`src/rtl/bbs_pkg.sv`:
```
package bbs_pkg;

    typedef enum logic [1:0] {
        ST_IDLE = 2'd0,
        ST_TURN = 2'd1,
        ST_ADDR = 2'd2,
        ST_DATA = 2'd3
    } bbs_state_e;

    typedef struct packed {
        bbs_state_e state;
        logic       ads_n;
        logic       den_n;
        logic       dtr;
        logic       hold;
        logic       done;
        logic       wr;
        logic       dc;
        logic       dma;
        logic       sup;
        logic       pipe;
    } bbs_ctrl_t;

    localparam bbs_ctrl_t BBS_CTRL_RST = '{
        state: ST_IDLE,
        ads_n: 1'b1,
        den_n: 1'b1,
        dtr:   1'b0,
        hold:  1'b0,
        done:  1'b0,
        wr:    1'b0,
        dc:    1'b0,
        dma:   1'b0,
        sup:   1'b0,
        pipe:  1'b0
    };

endpackage

```
`src/rtl/bbs_wait_timer.sv`:
```
module bbs_wait_timer #(
    parameter int WAITW = 4
) (
    input  logic             clk,
    input  logic             rst_n,
    input  logic             arm_i,
    input  logic [WAITW-1:0] arm_val_i,
    input  logic             reload_i,
    input  logic             run_i,
    output logic             zero_o
);

    typedef struct packed {
        logic [WAITW-1:0] reload;
        logic [WAITW-1:0] cnt;
    } timer_t;

    timer_t tmr_d, tmr_q;

    always_comb begin
        tmr_d = tmr_q;
        if (arm_i) begin
            tmr_d.reload = arm_val_i;
        end
        if (reload_i) begin
            tmr_d.cnt = tmr_q.reload;
        end else if (run_i && (tmr_q.cnt != '0)) begin
            tmr_d.cnt = tmr_q.cnt - 1'b1;
        end
    end

    always_ff @(posedge clk) begin
        if (!rst_n) begin
            tmr_q <= '0;
        end else begin
            tmr_q <= tmr_d;
        end
    end

    assign zero_o = (tmr_q.cnt == '0);

    // a reload followed by running always gives a full count from the stored value
    assert_reload_value_R2: assert property (@(posedge clk) disable iff (!rst_n)
        reload_i |=> (zero_o == ($past(tmr_q.reload) == '0)));

endmodule

```
`src/rtl/bbs_beat_track.sv`:
```
module bbs_beat_track #(
    parameter int AW   = 32,
    parameter int CW   = 2,
    parameter int STEP = 4
) (
    input  logic          clk,
    input  logic          rst_n,
    input  logic          start_i,
    input  logic [AW-1:0] base_i,
    input  logic [CW-1:0] words_i,
    input  logic          step_i,
    output logic [AW-1:0] addr_o,
    output logic [CW-1:0] idx_o,
    output logic          last_o
);

    typedef struct packed {
        logic [AW-1:0] addr;
        logic [CW-1:0] idx;
        logic [CW-1:0] words;
    } beat_t;

    beat_t beat_d, beat_q;

    always_comb begin
        beat_d = beat_q;
        if (start_i) begin
            beat_d.addr  = base_i;
            beat_d.idx   = '0;
            beat_d.words = words_i;
        end else if (step_i) begin
            beat_d.addr = beat_q.addr + AW'(STEP);
            beat_d.idx  = beat_q.idx + 1'b1;
        end
    end

    always_ff @(posedge clk) begin
        if (!rst_n) begin
            beat_q <= '0;
        end else begin
            beat_q <= beat_d;
        end
    end

    assign addr_o = beat_q.addr;
    assign idx_o  = beat_q.idx;
    assign last_o = (beat_q.idx == beat_q.words);

    // each step moves the address by one word
    assert_addr_step_R9: assert property (@(posedge clk) disable iff (!rst_n)
        (step_i && !start_i) |=> (addr_o == $past(addr_o) + AW'(STEP)));

    // stepping past the final word never happens
    assert_no_step_past_last_R9: assert property (@(posedge clk) disable iff (!rst_n)
        step_i |-> !last_o);

endmodule

```
`src/rtl/bbs_word_store.sv`:
```
module bbs_word_store #(
    parameter int DW = 32,
    parameter int NW = 4,
    parameter int CW = 2
) (
    input  logic             clk,
    input  logic             rst_n,
    input  logic             load_i,
    input  logic [NW*DW-1:0] load_data_i,
    input  logic             cap_i,
    input  logic [CW-1:0]    cap_idx_i,
    input  logic [DW-1:0]    cap_data_i,
    input  logic [CW-1:0]    sel_idx_i,
    output logic [DW-1:0]    sel_data_o,
    output logic [NW*DW-1:0] all_o
);

    logic [NW*DW-1:0] words_flat;

    for (genvar g = 0; g < NW; g++) begin : g_word
        logic [DW-1:0] w_d, w_q;

        always_comb begin
            w_d = w_q;
            if (load_i) begin
                w_d = load_data_i[g*DW +: DW];
            end else if (cap_i && (cap_idx_i == CW'(g))) begin
                w_d = cap_data_i;
            end
        end

        always_ff @(posedge clk) begin
            if (!rst_n) begin
                w_q <= '0;
            end else begin
                w_q <= w_d;
            end
        end

        assign words_flat[g*DW +: DW] = w_q;

        // a captured read word lands in its own slot
        assert_capture_R11: assert property (@(posedge clk) disable iff (!rst_n)
            (cap_i && !load_i && (cap_idx_i == CW'(g))) |=> (w_q == $past(cap_data_i)));
    end

    assign sel_data_o = words_flat[int'(sel_idx_i)*DW +: DW];
    assign all_o      = words_flat;

endmodule

```
`src/rtl/burst_bus_seq.sv`:
```
module burst_bus_seq
    import bbs_pkg::*;
#(
    parameter int AW    = 32,
    parameter int DW    = 32,
    parameter int NW    = 4,
    parameter int WAITW = 4,
    parameter int CW    = (NW > 1) ? $clog2(NW) : 1
) (
    input  logic             clk,
    input  logic             rst_n,
    input  logic             req_valid_i,
    input  logic [AW-1:0]    req_addr_i,
    input  logic             req_write_i,
    input  logic [CW-1:0]    req_words_i,
    input  logic [WAITW-1:0] req_waits_i,
    input  logic             req_data_i,
    input  logic             req_dma_i,
    input  logic             req_sup_i,
    input  logic             req_pipe_i,
    input  logic [NW*DW-1:0] req_wdata_i,
    output logic             done_o,
    output logic [NW*DW-1:0] rdata_o,
    output logic             ads_n_o,
    output logic [AW-1:0]    addr_o,
    output logic             wr_o,
    output logic             dc_o,
    output logic             dma_o,
    output logic             sup_o,
    output logic             blast_n_o,
    output logic             den_n_o,
    output logic             dtr_o,
    output logic [DW-1:0]    wdata_o,
    input  logic [DW-1:0]    rdata_i,
    input  logic             ready_n_i,
    input  logic             bterm_n_i
);

    localparam int STEP = DW / 8;

    bbs_ctrl_t ctrl_d, ctrl_q;

    logic          start;
    logic          accept;
    logic          step;
    logic          reload;
    logic          run;
    logic          cap;
    logic          cnt_zero;
    logic          beat_last;
    logic [CW-1:0] beat_idx;

    assign run    = (ctrl_q.state == ST_DATA);
    assign accept = run && cnt_zero && (!ready_n_i || !bterm_n_i);
    assign step   = accept && !beat_last;
    assign reload = (ctrl_q.state == ST_ADDR) || step;
    assign cap    = accept && !ctrl_q.wr;

    always_comb begin
        ctrl_d       = ctrl_q;
        ctrl_d.done  = 1'b0;
        ctrl_d.ads_n = 1'b1;
        start        = 1'b0;
        unique case (ctrl_q.state)
            ST_IDLE: begin
                if (req_valid_i) begin
                    start       = 1'b1;
                    ctrl_d.wr   = req_write_i;
                    ctrl_d.dc   = req_data_i;
                    ctrl_d.dma  = req_dma_i;
                    ctrl_d.sup  = req_sup_i;
                    ctrl_d.pipe = req_pipe_i;
                    ctrl_d.hold = 1'b0;
                    if (ctrl_q.hold && !req_write_i && req_pipe_i) begin
                        ctrl_d.state = ST_ADDR;
                        ctrl_d.ads_n = 1'b0;
                    end else if (ctrl_q.hold && !req_write_i) begin
                        ctrl_d.state = ST_ADDR;
                        ctrl_d.ads_n = 1'b0;
                        ctrl_d.den_n = 1'b1;
                    end else if (ctrl_q.hold) begin
                        ctrl_d.state = ST_TURN;
                        ctrl_d.den_n = 1'b1;
                    end else begin
                        ctrl_d.state = ST_ADDR;
                        ctrl_d.ads_n = 1'b0;
                        ctrl_d.dtr   = !req_write_i;
                    end
                end else begin
                    ctrl_d.hold  = 1'b0;
                    ctrl_d.den_n = 1'b1;
                end
            end
            ST_TURN: begin
                ctrl_d.state = ST_ADDR;
                ctrl_d.ads_n = 1'b0;
                ctrl_d.dtr   = !ctrl_q.wr;
            end
            ST_ADDR: begin
                ctrl_d.state = ST_DATA;
                ctrl_d.den_n = 1'b0;
            end
            ST_DATA: begin
                if (accept && beat_last) begin
                    ctrl_d.state = ST_IDLE;
                    ctrl_d.done  = 1'b1;
                    ctrl_d.hold  = !ctrl_q.wr && ctrl_q.pipe;
                    ctrl_d.den_n = !(!ctrl_q.wr && ctrl_q.pipe);
                end
            end
            default: begin
                ctrl_d = BBS_CTRL_RST;
            end
        endcase
    end

    always_ff @(posedge clk) begin
        if (!rst_n) begin
            ctrl_q <= BBS_CTRL_RST;
        end else begin
            ctrl_q <= ctrl_d;
        end
    end

    bbs_wait_timer #(
        .WAITW (WAITW)
    ) timer_i (
        .clk       (clk),
        .rst_n     (rst_n),
        .arm_i     (start),
        .arm_val_i (req_waits_i),
        .reload_i  (reload),
        .run_i     (run),
        .zero_o    (cnt_zero)
    );

    bbs_beat_track #(
        .AW   (AW),
        .CW   (CW),
        .STEP (STEP)
    ) beat_i (
        .clk     (clk),
        .rst_n   (rst_n),
        .start_i (start),
        .base_i  (req_addr_i),
        .words_i (req_words_i),
        .step_i  (step),
        .addr_o  (addr_o),
        .idx_o   (beat_idx),
        .last_o  (beat_last)
    );

    bbs_word_store #(
        .DW (DW),
        .NW (NW),
        .CW (CW)
    ) store_i (
        .clk         (clk),
        .rst_n       (rst_n),
        .load_i      (start && req_write_i),
        .load_data_i (req_wdata_i),
        .cap_i       (cap),
        .cap_idx_i   (beat_idx),
        .cap_data_i  (rdata_i),
        .sel_idx_i   (beat_idx),
        .sel_data_o  (wdata_o),
        .all_o       (rdata_o)
    );

    assign ads_n_o   = ctrl_q.ads_n;
    assign den_n_o   = ctrl_q.den_n;
    assign dtr_o     = ctrl_q.dtr;
    assign done_o    = ctrl_q.done;
    assign wr_o      = ctrl_q.wr;
    assign dc_o      = ctrl_q.dc;
    assign dma_o     = ctrl_q.dma;
    assign sup_o     = ctrl_q.sup;
    assign blast_n_o = !(run && beat_last && cnt_zero);

    // the address strobe never lasts two clocks
    assert_ads_single_R1: assert property (@(posedge clk) disable iff (!rst_n)
        !ads_n_o |=> ads_n_o);

    // no word moves on while the wait count is still running
    assert_no_early_accept_R2: assert property (@(posedge clk) disable iff (!rst_n)
        (run && !cnt_zero) |=> $stable(beat_idx));

    // the last-transfer flag holds until the slave ends the word
    assert_blast_hold_R3: assert property (@(posedge clk) disable iff (!rst_n)
        (!blast_n_o && ready_n_i && bterm_n_i) |=> !blast_n_o);

    // once the final word is taken the flag is released
    assert_blast_release_R3: assert property (@(posedge clk) disable iff (!rst_n)
        (!blast_n_o && (!ready_n_i || !bterm_n_i)) |=> blast_n_o);

    // every data clock has data enable active
    assert_den_data_R4: assert property (@(posedge clk) disable iff (!rst_n)
        run |-> !den_n_o);

    // direction matches the transfer while data flows
    assert_dir_data_R5: assert property (@(posedge clk) disable iff (!rst_n)
        run |-> (dtr_o == !wr_o));

    // direction only moves with data enable inactive on both sides
    assert_dir_quiet_R6: assert property (@(posedge clk) disable iff (!rst_n)
        (dtr_o != $past(dtr_o)) |-> ($past(den_n_o) && den_n_o));

    // status lines are frozen for the whole access
    assert_status_stable_R8: assert property (@(posedge clk) disable iff (!rst_n)
        (ctrl_q.state != ST_IDLE) |=> $stable({wr_o, dc_o, dma_o, sup_o}));

    // completion is a single-clock pulse
    assert_done_pulse_R11: assert property (@(posedge clk) disable iff (!rst_n)
        done_o |=> !done_o);

endmodule

```
`config.mk`:
```
export PLATFORM = sky130hd
export DESIGN_NAME = burst_bus_seq
export DESIGN_NICKNAME = d
export VERILOG_FILES = /design/src/rtl/bbs_pkg.sv /design/src/rtl/bbs_wait_timer.sv /design/src/rtl/bbs_beat_track.sv /design/src/rtl/bbs_word_store.sv /design/src/rtl/burst_bus_seq.sv
export SDC_FILE = /design/constraint.sdc
export NUM_CORES = 1
export LEC_CHECK = 0
export BUFFER_PORTS_ARGS = -buffer_cell sky130_fd_sc_hd__buf_2
export CAP_MARGIN = 15
export CORE_ASPECT_RATIO = 0.9
export CORE_MARGIN = 5
export CORE_UTILIZATION = 35
export DETAILED_ROUTE_END_ITERATION = 10
export PLACE_DENSITY = 0.59
export SLEW_MARGIN = 5
export SYNTH_ARGS = -nofsm -noshare
export SYNTH_HDL_FRONTEND = slang
export SYNTH_SLANG_ARGS = --single-unit
```
`constraint.sdc`:
```
create_clock -name clk -period 3.12 [get_ports clk]
set_clock_uncertainty 0.1 [all_clocks]
set_input_delay 0.156 -clock clk [delete_from_list [all_inputs] [get_ports clk]]
set_output_delay 0.156 -clock clk [all_outputs]
set_load 0.03 [all_outputs]
```
# Word-level counts from Yosys, hierarchy flattened
# Cells that the tools add are included.
# classes
n_bitwise	1
eq_ne	14
add_sub_neg	3
shifts	1
muxes	33
n_reduce_logical	45
# ops
operator	n
32-bit two-way mux	8
128-bit by 8-bit variable part select with 32-bit output	1
34-bit two-way mux	2
32-bit by 3-bit adder with 32-bit output, second input constant	1
1-bit logical AND	16
2-bit nonzero test	8
4-bit two-way mux	3
1-bit two-way mux	9
2-bit equality test, second input constant	4
2-bit two-way mux	4
2-bit != test, second input constant	4
2-bit one-hot mux with 4 select lines	1
2-bit AND reduction	4
1-bit logical NOT	7
3-bit two-way mux	2
1-bit one-hot mux with 2 select lines	3
5-bit AND reduction	1
2-bit by 1-bit equality test with 1-bit output, second input constant	2
2-bit logical NOT	2
4-bit logical NOT	1
4-bit != test, second input constant	1
4-bit AND reduction	1
4-bit nonzero test	1
4-bit by 1-bit subtractor with 4-bit output, second input constant	1
other kinds (9)	10
# totals
regBits	184
word_cells	117

# Longest topological paths before layout
# logic_depth
ltp_word	7
depth_mapped	9

# Modules after synthesis
# A second synthesis with hierarchy kept.
# unflattened
hier_cells	1022
area_unflattened_um2	10103.4
# modules_own_cells
module	instances	area_per_inst_um2	cells_each	seq_area_each_um2
bbs_word_store	1	6832.8	626	2562.5
bbs_beat_track	1	2267.2	277	720.7
burst_bus_seq	1	614.3	75	240.2
bbs_wait_timer	1	389.1	44	160.2

# Least setup slack after synthesis
# OpenSTA, ideal clock, no wires.
# synth_path
path_kind	reg-to-reg
from	register ctrl_q[10] (netlist name)
to	register beat_i.beat_q, in the netlist beat_i.addr_o[23]
setup_time_ns	0.074
path_slack_ns	0.765
arrival_time_ns	2.180
path_stages_with_launch	8
period_less_slack_ns	2.355
cell_sequence	dfxtp_1 > ha_1 > and4bb_4 > o211ai_4 > or4_1 > buf_2 > or4_1 > a31oi_1
# synth_between
elab_chain_cells	5
# synth_lines
element	line	source
from (decl)	burst_bus_seq.sv:41	bbs_ctrl_t ctrl_d, ctrl_q;
from (signal assigned)	burst_bus_seq.sv:121	ctrl_q <= ctrl_d;
2-bit equality test	burst_bus_seq.sv:53	assign run = (ctrl_q.state == ST_DATA);
1-bit logical AND (2 in a row)	burst_bus_seq.sv:54	assign accept = run && cnt_zero && (!ready_n_i || !bterm_n_i);
1-bit logical AND	burst_bus_seq.sv:55	assign step = accept && !beat_last;
2-bit nonzero test (no source line)	--	
to (signal assigned)	bbs_beat_track.sv:41	beat_q <= beat_d;
to (decl)	bbs_beat_track.sv:23	beat_t beat_d, beat_q;
# Several ways; a longest one is shown, not always the timed one.
# A chain may end at the register's enable or synchronous reset.

# Final worst setup path
# layout_path
from	register beat_i.beat_q, in the netlist beat_i.idx_o[1]
to	register store_i.g_word[0].w_q[16]
# layout_between
elab_chain_cells	3
# layout_lines
element	line	source
2-bit logical NOT	bbs_word_store.sv:27	end else if (cap_i && (cap_idx_i == CW'(g))) begin
1-bit logical AND	bbs_word_store.sv:27	
2-bit nonzero test (no source line)	--	
to (signal assigned)	bbs_word_store.sv:36	w_q <= w_d;
to (decl)	bbs_word_store.sv:21	logic [DW-1:0] w_d, w_q;
# Every way passes these cells.

==> metrics.txt <==
outcome=finished clean; gpl congestion=0.8989; Final #Nets=1857; Max Cap Viol=0; met1 usage in global routing=0.3118; WL final=38090 um; hpwl dp=26410 um; Synth Register Bits=184; GR Util met2=0.4091; # rows=56; Reg2Reg Setup Slack=0.28 ns; final setup fails=0; core area=26070 sq um; die area=29800 sq um; total CTS buffers=17; Post-Synthesis Cells=1112; Seq/Total Area, Yosys=0.3980; vias post-DR=10470; Top FF cell, synth=dfxtp_1; Hold Slack=0.03450 ns; Iter 0 DRT Violations=660; measured slew at the worst slew-check pin=0.8980 ns; met3 Track Usage GR=0.05182; worst-path fanout max=36; critical path capture point type=flop; WHS Path Cells=3; Initial Util=0.3551; Post-CTS Setup Inserts=0; Filler cells=2445; Slew Limit Headroom=0.4013; vias per cell=5.234; DRC viols=0; P_leak=0.005956 uW; clk_lat worst skew=0.43 ns; multiplexer area fraction after synthesis=0.08666; fin. max-slew vios=0; post-synthesis xor/xnor area fraction=0.02961; drt pass-1 iters=6; P&R area growth vs syn=51.63%; GR Overflow Total=0; critical path startpoint category=flop; die height=164.3 um; H-tree depth=4; crit path to=store_i.g_word[0].w_q[16]$_SDFFE_PN0P_; Util after Layout=0.5384; Hold Crit Class=in -> reg; Synth Net Count=1331; Synth Cell Area=9255 sq um; RSZ-0062 raised after global routing=no; design area=14030 sq um; WL/cell=19.04 um; CP Class=reg -> reg; Top Usage Layer GRT=met2; GR Util All Layers=0.2429; Clock Path Buffers=2; TritonCTS sink count=184; highest clock rate=0.3522 GHz; Post-Syn Area per Cell=8.323 sq um; CP Data Required Time=3.39 ns; die width=181.4 um; IO buf count=408; antenna violations before repair=4; reg2reg start=beat_i.idx_o[1]$_SDFFE_PP0P_; asr flop ratio synth=0; layout cells sized above 1=0.3085; dpl cell area=11380 sq um; vias in the first global route=10220; Final min period=2.840 ns; first-pass GRT wire length=57620 um; CTS tree=done; cell area power density=564.8 nW/um^2; fin crit share=0.9101; setup TNS=0 ns; Distinct cells, synth=44; main combinational cell family by area after synthesis=compound AO/OA/AOI/OAI gates; IO Count=409; Final Hold Violating Endpoints=0; adder-cell share of the synthesized area=0.01487; Reg2Reg Capture Point=store_i.g_word[0].w_q[16]$_SDFFE_PN0P_; CTS Root Cell=clkbuf_16; EDFF count, synth=0; Ys Warns=0; CP Launch Point=beat_i.idx_o[1]$_SDFFE_PP0P_; Post-Synth Simple-Gate Area=0.1726; post-synthesis compound-gate area fraction=0.2267; largest net degree at the start of global routing=93; clk slew on worst S/H paths=0.07 ns; antenna viol nets, final=0; maximum vdd ir drop=0.0003681 V; Worst R2R Path Depth=8; critical path arrival=3.11 ns
-- metal layers --
metal  share of wire  wire, um  up-vias
met5         0.00055        21        -
met4           0.027      1036        4
met3           0.071      2693       75
met2            0.49     18730      458
met1            0.41     15600     4915
li1                -         -     5016
-- Yosys cell counts (3+ instances only) --
library cell | instances | share of area
nand2_1 | 173 | 0.070
o31ai_1 | 5 | 0.0041
nor4_1 | 6 | 0.0041
xor2_1 | 5 | 0.0047
nand3_1 | 9 | 0.0049
inv_1 | 13 | 0.0053
buf_2 | 3 | 0.0016
a21oi_1 | 97 | 0.052
and2_1 | 37 | 0.025
a211oi_1 | 77 | 0.062
or3_1 | 3 | 0.0020
nor3_1 | 14 | 0.0076
nor2_1 | 85 | 0.034
o21ai_0 | 92 | 0.050
and4_1 | 6 | 0.0057
xnor2_1 | 20 | 0.019
nand4_1 | 9 | 0.0061
mux4_2 | 32 | 0.078
clkbuf_1 | 71 | 0.029
and3_1 | 3 | 0.0020
dfxtp_1 | 184 | 0.40
buf_4 | 34 | 0.028
buf_1 | 18 | 0.0073
a31oi_1 | 70 | 0.047
or4_1 | 7 | 0.0057
mux2i_1 | 7 | 0.0076
ha_1 | 11 | 0.015
-- worst min path at each step --
stage,to,start,slack (ns)
after floorplan,ctrl_q[0]$_SDFFE_PN0N_,req_pipe_i,0.19
after global placement,beat_i.addr_o[1]$_SDFFE_PN0P_,req_addr_i[1],0.30
after detailed placement,beat_i.beat_q[0]$_SDFFE_PN0N_,req_words_i[0],0.30
after CTS,store_i.g_word[1].w_q[14]$_SDFFE_PN0P_,req_wdata_i[46],0.006
after global routing,store_i.g_word[3].w_q[27]$_SDFFE_PN0P_,req_wdata_i[123],0.02
final,store_i.g_word[3].w_q[27]$_SDFFE_PN0P_,req_wdata_i[123],0.03
-- report_power, final --
part / internal (uW) / leakage (uW) / total (uW) / switching (uW)
clock network: 1220 / 0.000293 / 2300 / 1080
logic: 1000 / 0.00415 / 2640 / 1640
registers: 2670 / 0.00151 / 2980 / 315
-- stage by stage --
stage / std cells / power, uW / worst slack (ns)
floorplan: 1112 / 4656 / 0.7655
global placement: 1764 / 5394 / 0.6267
detailed placement: 1764 / 5418 / 0.5535
CTS: 1998 / 7961 / 0.07653
global route: 2000 / 8326 / 0.08114
finish: 2000 / 7926 / 0.2805
-- logic make-up after synthesis --
group | Yosys count
buf+inv | 141
mux | 40
compound gates | 352
xor+xnor | 27
flops | 184
simple gates | 357
fa+ha+maj | 11
-- area by class of cell --
cell class / count / area [sq um] / share of cell area
Antenna cell: 2 / 5.005 / 0.0003566
Clock buffer: 17 / 425.4 / 0.03031
Clock inverter: 14 / 187.7 / 0.01337
Inverter: 14 / 53.80 / 0.003834
Multi-Input combinational cell: 787 / 4927 / 0.3511
Sequential cell: 184 / 3686 / 0.2627
Tap cell: 348 / 435.4 / 0.03103
Timing Repair Buffer: 634 / 4313 / 0.3073
-- what timing repair did --
item	CTS	global route
hold buffers	203	0
endpoints found under the setup margin	0	20
resized for setup	0	2
endpoints found under the hold margin	169	0
-- registers in the layout, summed over array words and instances (netlist names), 2 cells and up --
signal and cells:
beat_i.addr_o 32, beat_i.beat_q 2, beat_i.idx_o 2, ctrl_q 4, store_i.g_word.w_q 128, timer_i.tmr_q 8
-- critical path, stage by stage, from the launching register on --
cell and delay, ns:
dfxtp_2 0.39, buf_4 0.56, inv_1 0.15, ha_1 0.24, nand2_1 0.06, buf_4 0.40
nand2_1 0.13, a31oi_1 0.18, dlygate4sd3_1 0.56
-- placed cells by master (no fill, tap or decap), types with 14 or more instances in the layout --
cell	Yosys	routed
buf_2	3	408
dlygate4sd3_1	0	203
dfxtp_1	184	182
nand2_1	173	171
a21oi_1	97	97
o21ai_0	92	92
nor2_1	85	85
a211oi_1	77	77
a31oi_1	70	70
and2_1	37	35
mux4_2	32	32
xnor2_1	20	20
clkbuf_16	0	17
buf_4	34	17
nor3_1	14	14
Power figures use the tool's default switching activity.
